### src/rtl/txpkt_pkg.sv
package txpkt_pkg;
  // Read-side state: idle, or a packet opened by an IN token.
  typedef enum logic {
    RS_IDLE = 1'b0,
    RS_SEND = 1'b1
  } rd_state_e;
endpackage

### src/rtl/txpkt_ram.sv
// Simple dual-port memory with a registered read port (block-RAM style).
module txpkt_ram #(
  parameter int DW = 32,
  parameter int AW = 5
) (
  input  logic          clk,
  input  logic          we,
  input  logic [AW-1:0] waddr,
  input  logic [DW-1:0] wdata,
  input  logic          re,
  input  logic [AW-1:0] raddr,
  output logic [DW-1:0] rdata
);
  localparam int WORDS = 1 << AW;

  logic [DW-1:0] store [WORDS];

  always_ff @(posedge clk) begin
    if (we) store[waddr] <= wdata;
    if (re) rdata <= store[raddr];
  end
endmodule

### src/rtl/txpkt_desc_q.sv
// Small queue of packet lengths, one entry per complete packet.
module txpkt_desc_q #(
  parameter int LW      = 6,
  parameter int ENTRIES = 8,
  parameter int CW      = 4
) (
  input  logic          clk,
  input  logic          rst,
  input  logic          push,
  input  logic [LW-1:0] push_len,
  input  logic          pop,
  output logic [LW-1:0] head_len,
  output logic [CW-1:0] count
);
  localparam int IW = $clog2(ENTRIES);
  localparam logic [IW-1:0] LAST_IDX = IW'(ENTRIES - 1);
  localparam logic [CW-1:0] FULL_CNT = CW'(ENTRIES);

  logic [LW-1:0] lens [ENTRIES];
  logic [IW-1:0] wr_idx, rd_idx;
  logic          push_ok, pop_ok;

  assign push_ok  = push && (count != FULL_CNT);
  assign pop_ok   = pop && (count != '0);
  assign head_len = lens[rd_idx];

  always_ff @(posedge clk) begin
    if (push_ok) lens[wr_idx] <= push_len;
  end

  always_ff @(posedge clk) begin
    if (rst) begin
      wr_idx <= '0;
      rd_idx <= '0;
      count  <= '0;
    end else begin
      if (push_ok) wr_idx <= (wr_idx == LAST_IDX) ? '0 : wr_idx + IW'(1);
      if (pop_ok)  rd_idx <= (rd_idx == LAST_IDX) ? '0 : rd_idx + IW'(1);
      case ({push_ok, pop_ok})
        2'b10:   count <= count + CW'(1);
        2'b01:   count <= count - CW'(1);
        default: count <= count;
      endcase
    end
  end
endmodule

### src/rtl/txpkt_rd_ctl.sv
// Read side: opens the head packet on a token, steps through its words,
// and either commits it (acknowledge) or returns to its first word (rewind).
module txpkt_rd_ctl #(
  parameter int AW = 5,
  parameter int LW = 6
) (
  input  logic          clk,
  input  logic          rst,
  input  logic          in_token,
  input  logic          rd_en,
  input  logic          pkt_ack,
  input  logic          rewind,
  input  logic          have_pkt,
  input  logic [LW-1:0] head_len,
  output logic          active,
  output logic [LW-1:0] cur_len,
  output logic          cur_zlp,
  output logic          rd_valid,
  output logic          mem_re,
  output logic [AW-1:0] rd_ptr,
  output logic          ack_fire
);
  import txpkt_pkg::*;

  rd_state_e     state;
  logic [AW-1:0] base_ptr;
  logic [LW-1:0] remain;
  logic          tok_fire, rew_fire, pop_fire;

  assign active   = (state == RS_SEND);
  assign tok_fire = !active && in_token && have_pkt;
  assign rew_fire = active && rewind;
  assign pop_fire = active && !rewind && rd_en && (remain != '0);
  assign ack_fire = active && !rewind && pkt_ack && (remain == '0);
  assign mem_re   = pop_fire;

  always_ff @(posedge clk) begin
    if (rst) begin
      state    <= RS_IDLE;
      base_ptr <= '0;
      rd_ptr   <= '0;
      remain   <= '0;
      cur_len  <= '0;
      cur_zlp  <= 1'b0;
      rd_valid <= 1'b0;
    end else begin
      rd_valid <= pop_fire;
      if (tok_fire) begin
        state   <= RS_SEND;
        cur_len <= head_len;
        remain  <= head_len;
        cur_zlp <= (head_len == '0);
      end
      if (pop_fire) begin
        rd_ptr <= rd_ptr + AW'(1);
        remain <= remain - LW'(1);
      end
      if (rew_fire) begin
        state  <= RS_IDLE;
        rd_ptr <= base_ptr;
      end
      if (ack_fire) begin
        state    <= RS_IDLE;
        base_ptr <= rd_ptr;
      end
    end
  end
endmodule

### src/rtl/txpkt_fifo.sv
// Packet-tracking transmit FIFO for one IN endpoint.
module txpkt_fifo #(
  parameter int DW       = 32,
  parameter int DEPTH    = 32,
  parameter int MAX_PKTS = 8,
  localparam int AW = $clog2(DEPTH),
  localparam int LW = $clog2(DEPTH + 1),
  localparam int CW = $clog2(MAX_PKTS + 1)
) (
  input  logic          clk,
  input  logic          rst,
  input  logic          wr_valid,
  input  logic [DW-1:0] wr_data,
  input  logic          wr_last,
  input  logic          wr_zlp,
  output logic [LW-1:0] free_words,
  output logic [CW-1:0] pkt_count,
  output logic          head_zlp,
  output logic          overflow,
  input  logic          in_token,
  input  logic          rd_en,
  input  logic          pkt_ack,
  input  logic          rewind,
  output logic          active,
  output logic [LW-1:0] cur_len,
  output logic          cur_zlp,
  output logic          rd_valid,
  output logic [DW-1:0] rd_data
);
  localparam logic [CW-1:0] MAX_CNT = CW'(MAX_PKTS);
  localparam logic [LW-1:0] FULL_W  = LW'(DEPTH);

  logic [AW-1:0] wr_ptr, rd_ptr;
  logic [LW-1:0] used_q, part_q, head_len, push_len;
  logic          room_pkt, wr_ok, zlp_ok, push, ack_fire, mem_re;

  // Write acceptance: a word needs a free slot and a free queue entry.
  assign room_pkt = (pkt_count < MAX_CNT);
  assign wr_ok    = wr_valid && (used_q < FULL_W) && room_pkt;
  assign zlp_ok   = wr_zlp && !wr_valid && room_pkt;
  assign push     = (wr_ok && wr_last) || zlp_ok;
  assign push_len = zlp_ok ? '0 : part_q + LW'(1);

  assign free_words = FULL_W - used_q;
  assign head_zlp   = (pkt_count != '0) && (head_len == '0);

  always_ff @(posedge clk) begin
    if (rst) begin
      wr_ptr   <= '0;
      part_q   <= '0;
      used_q   <= '0;
      overflow <= 1'b0;
    end else begin
      if (wr_ok) begin
        wr_ptr <= wr_ptr + AW'(1);
        part_q <= wr_last ? '0 : part_q + LW'(1);
      end
      case ({wr_ok, ack_fire})
        2'b10:   used_q <= used_q + LW'(1);
        2'b01:   used_q <= used_q - cur_len;
        2'b11:   used_q <= used_q + LW'(1) - cur_len;
        default: used_q <= used_q;
      endcase
      if ((wr_valid && !wr_ok) || (wr_zlp && !wr_valid && !zlp_ok))
        overflow <= 1'b1;
    end
  end

  txpkt_ram #(.DW(DW), .AW(AW)) u_ram (
    .clk   (clk),
    .we    (wr_ok),
    .waddr (wr_ptr),
    .wdata (wr_data),
    .re    (mem_re),
    .raddr (rd_ptr),
    .rdata (rd_data)
  );

  txpkt_desc_q #(.LW(LW), .ENTRIES(MAX_PKTS), .CW(CW)) u_desc (
    .clk      (clk),
    .rst      (rst),
    .push     (push),
    .push_len (push_len),
    .pop      (ack_fire),
    .head_len (head_len),
    .count    (pkt_count)
  );

  txpkt_rd_ctl #(.AW(AW), .LW(LW)) u_rd (
    .clk      (clk),
    .rst      (rst),
    .in_token (in_token),
    .rd_en    (rd_en),
    .pkt_ack  (pkt_ack),
    .rewind   (rewind),
    .have_pkt (pkt_count != '0),
    .head_len (head_len),
    .active   (active),
    .cur_len  (cur_len),
    .cur_zlp  (cur_zlp),
    .rd_valid (rd_valid),
    .mem_re   (mem_re),
    .rd_ptr   (rd_ptr),
    .ack_fire (ack_fire)
  );
endmodule

### config.mk
export PLATFORM = sky130hd
export DESIGN_NAME = txpkt_fifo
export DESIGN_NICKNAME = d
export VERILOG_FILES = /design/src/rtl/txpkt_pkg.sv /design/src/rtl/txpkt_ram.sv /design/src/rtl/txpkt_desc_q.sv /design/src/rtl/txpkt_rd_ctl.sv /design/src/rtl/txpkt_fifo.sv
export SDC_FILE = /design/constraint.sdc
export NUM_CORES = 1
export LEC_CHECK = 0
export CAP_MARGIN = 0
export CELL_PAD_IN_SITES_DETAIL_PLACEMENT = 0
export CELL_PAD_IN_SITES_GLOBAL_PLACEMENT = 1
export CORE_MARGIN = 3
export CORE_UTILIZATION = 40
export DETAILED_ROUTE_END_ITERATION = 10
export PLACE_DENSITY = 0.59
export SKIP_LAST_GASP = 1
export SYNTH_ARGS = -nofsm -noshare
export SYNTH_HDL_FRONTEND = slang
export SYNTH_SLANG_ARGS = --single-unit
### constraint.sdc
create_clock -name clk -period 5.7 [get_ports clk]
set_input_delay 1.14 -clock clk [delete_from_list [all_inputs] [get_ports clk]]
set_output_delay 1.14 -clock clk [all_outputs]
set_load 0.02 [all_outputs]
==> impl_metrics.py <==
metrics = {
    "status": {
        "outcome": "finished, final reports clean",
    },
    "clock_network": {
        "post_cts_resized": 0,
        "insertion_delay_ps": 710,
        "cts-hold-fix-buffers": 0,
        "cts_made_buffers": 117,
        "cts_sinks": 1160,
        "cts_tree": "yes",
        "h-tree-depth": 3,
        "clk_pin_slew_ps": 60,
        "clockBufferDepth": 3,
        "root_buffer": "clkbuf_16",
        "post-cts-setup-buffers": 0,
    },
    "route": {
        "antenna_left": 0,
        "routedWlPerCell_um": 28.4,
        "viasPerCell": 5.42,
        "wl_um": 107000,
        "drt_first_pass_iters": 7,
        "via_count": 20300,
        "drt_iter0_markers": 1811,
        "drc_errors": 0,
    },
    "floorplan": {
        "die_w_um": 340,
        "ios": 94,
        "start_util_pct": 40.3,
        "rows": 122,
        "die_h_um": 340,
        "fp.coreArea_mm2": 0.111,
        "dieArea_mm2": 0.116,
    },
    "synth": {
        "syn_nets": 2041,
        "yosys_warnings": 0,
        "ys_seq_elements": 1160,
        "async_reset_ff_share_pct": 0,
        "synth_flop_cell": "edfxtp_1",
        "netlist_instances": 1977,
        "avgSynthCellArea_um2": 22.6,
        "synthesis.area_mm2": 0.0447,
        "yosysUniqueCellTypes": 48,
        "synth_edf_count": 1104,
        "ys_seq_area_share_pct": 76.7,
    },
    "placement": {
        "place_congestion": 0.788,
        "dp.cells": 3536,
        "portBuffers": 93,
        "place_hpwl_um": 65200,
        "post_dp_cell_area_mm2": 0.0480,
    },
    "critical_path": {
        "critPathTopFamily": "simple AND/OR/NAND/NOR gates",
        "critPathSlowestCell": "dfxtp_1",
        "cp-end-kind": "primary output",
        "worstPathCellList": "mux4_2, or4_1, nor4_1, a21oi_1, nor2_1, clkdlybuf4s50_1",
        "rr_startpoint": "used_q[5]",
        "worst_path_largest_cell_delay_ps": 780,
        "path_buf_inv": 1,
        "path_class": "register to primary output",
        "crit_fanout": 12,
        "required_ps": 4560,
        "worstSetupStartpointType": "register",
        "arrival_ps": 3760,
    },
    "timing": {
        "hold_violations": 0,
        "maxSlewViolCount": 0,
        "max_slew_margin_pct": 24.9,
        "skew_ps": 28.1,
        "fin_setup_tns_ps": 0,
        "rsz0062_at_grt": "no",
        "fmax_mhz": 204,
        "period_share_pct": 86.0,
        "period_needed_ps": 4900,
        "worst_pin_slew_ps": 1120,
        "setup_viol_count_final": 0,
    },
    "final_layout": {
        "layout.nets": 2231,
        "fin_util_pct": 46.6,
        "drive_gt1_share_pct": 29.4,
        "num_antenna_cells": 0,
        "area_delta_synth_final_pct": 15.5,
        "fin_cells": 3750,
        "stdcell_area_mm2": 0.0516,
    },
    "grt": {
        "grt_pass1_wl_um": 155000,
        "antenna_found_initial": 1,
        "first_global_vias": 21200,
        "grt_usage_pct": 18.6,
        "grt_max_degree": 68,
        "grt_overflow_total": 0,
    },
    "hold_path": {
        "hold_path.class": "register to register",
        "min_from": "u_rd.base_ptr[4]",
    },
    "power": {
        "vdd_drop_max_uv": 231,
        "powerDensity_mw_per_mm2": 346,
        "leakagePower_nw": 15.6,
        "total_power_w": 0.0179,
    },
    "job": {
        "cap_violations": 0,
    },
}
[cell type report]
cell class / count / area (um2)
multi-input combinational: 702 / 10100
clock buffer: 144 / 3050
fill: 9198 / 59200
inverter: 14 / 52.6
clock inverter: 70 / 593
tap: 1488 / 1860
sequential: 1160 / 34300
timing repair buffer: 172 / 1670
[sequential cells by signal, summed over array words and instances, names as in the netlist, 3 cells and up, named ones only]
name           count
u_ram.store     1024
u_desc.lens       48
u_ram.rdata       32
part_q             6
u_rd.cur_len       6
u_rd.remain        6
used_q             6
u_rd.base_ptr      5
u_rd.rd_ptr        5
wr_ptr             5
u_desc.count       4
u_desc.rd_idx      3
u_desc.wr_idx      3
[through the flow]
step                setup WS [ps]  hold WS, ps
floorplan                    1880          437
global placement             1340          450
detailed placement           1360          454
CTS                           707          462
global route                  508          493
finish                        796          459
[worst min-delay path, stage by stage (launching register included)]
cell and delay (ps):
dfxtp_1 310, nand2_1 50, a21oi_1 50
[layer usage]
| layer | global-route usage (%) | vias to the layer above | share of wire (%) |
|---|---|---|---|
| li1 | - | 8709 | - |
| met1 | 24.9 | 11000 | 42 |
| met2 | 31.3 | 499 | 51 |
| met3 | 2.96 | 142 | 4.3 |
| met4 | 5.67 | 0 | 2.6 |
| met5 | 0 | - | 0 |
[synth_stat cells (all sizes together), types with 4 or more instances]
library cell,n,area [um2]
a211oi,10,80.1
a21oi,34,170
a31oi,4,25.0
buf,40,275
clkbuf,61,229
dfxtp,56,1120
edfxtp,1104,33200
ha,22,275
inv,13,48.8
mux2,40,450
mux2i,5,50.1
mux4,332,7480
nand2,48,180
nand2b,5,31.3
nand3,6,30.0
nand3b,6,45.0
nand4,5,31.3
nor2,91,342
nor2b,4,25.0
nor3,13,65.1
nor4,4,25.0
o21ai,12,60.1
or3,5,31.3
xnor2,12,105
xor2,15,131
[worst paths after layout]
check,endpoint,slack (ps),cells after the start
setup reg to reg,u_desc.count[2],2400,10
setup / recovery,head_zlp,800,6
hold reg to reg,u_rd.base_ptr[4],460,2
hold / removal,u_rd.base_ptr[4],460,2
[report_power, final]
part	total, W	switching [W]	internal [W]
logic	0.00108	0.000611	0.000464
registers	0.00948	0.0000666	0.00941
clock network	0.00731	0.00316	0.00414
total	0.0179	0.00384	0.0140
[logic make-up (layout without fill, tap and decap cells)]
group           count (synthesis)  in the layout  synth area share [%]
compound gates                 75             75                  1.02
fa+ha+maj                      23             23                 0.661
xor+xnor                       27             27                 0.529
flops                        1160           1160                  76.7
simple gates                  200            200                  2.02
mux                           377            377                  17.8
buf+inv                       115            400                  1.25
[cells in the final DEF, fill, tap and decap left out, types with 34 or more instances in the layout]
master and instances:
clkinv_1 34, mux2_2 40, nor2_1 59, nand2_1 48, clkdlybuf4s50_1 77, buf_4 61
clkbuf_16 117, edfxtp_1 1104, a21oi_1 34, dfxtp_1 51, mux4_2 332
Power figures use the tool's default switching activity.
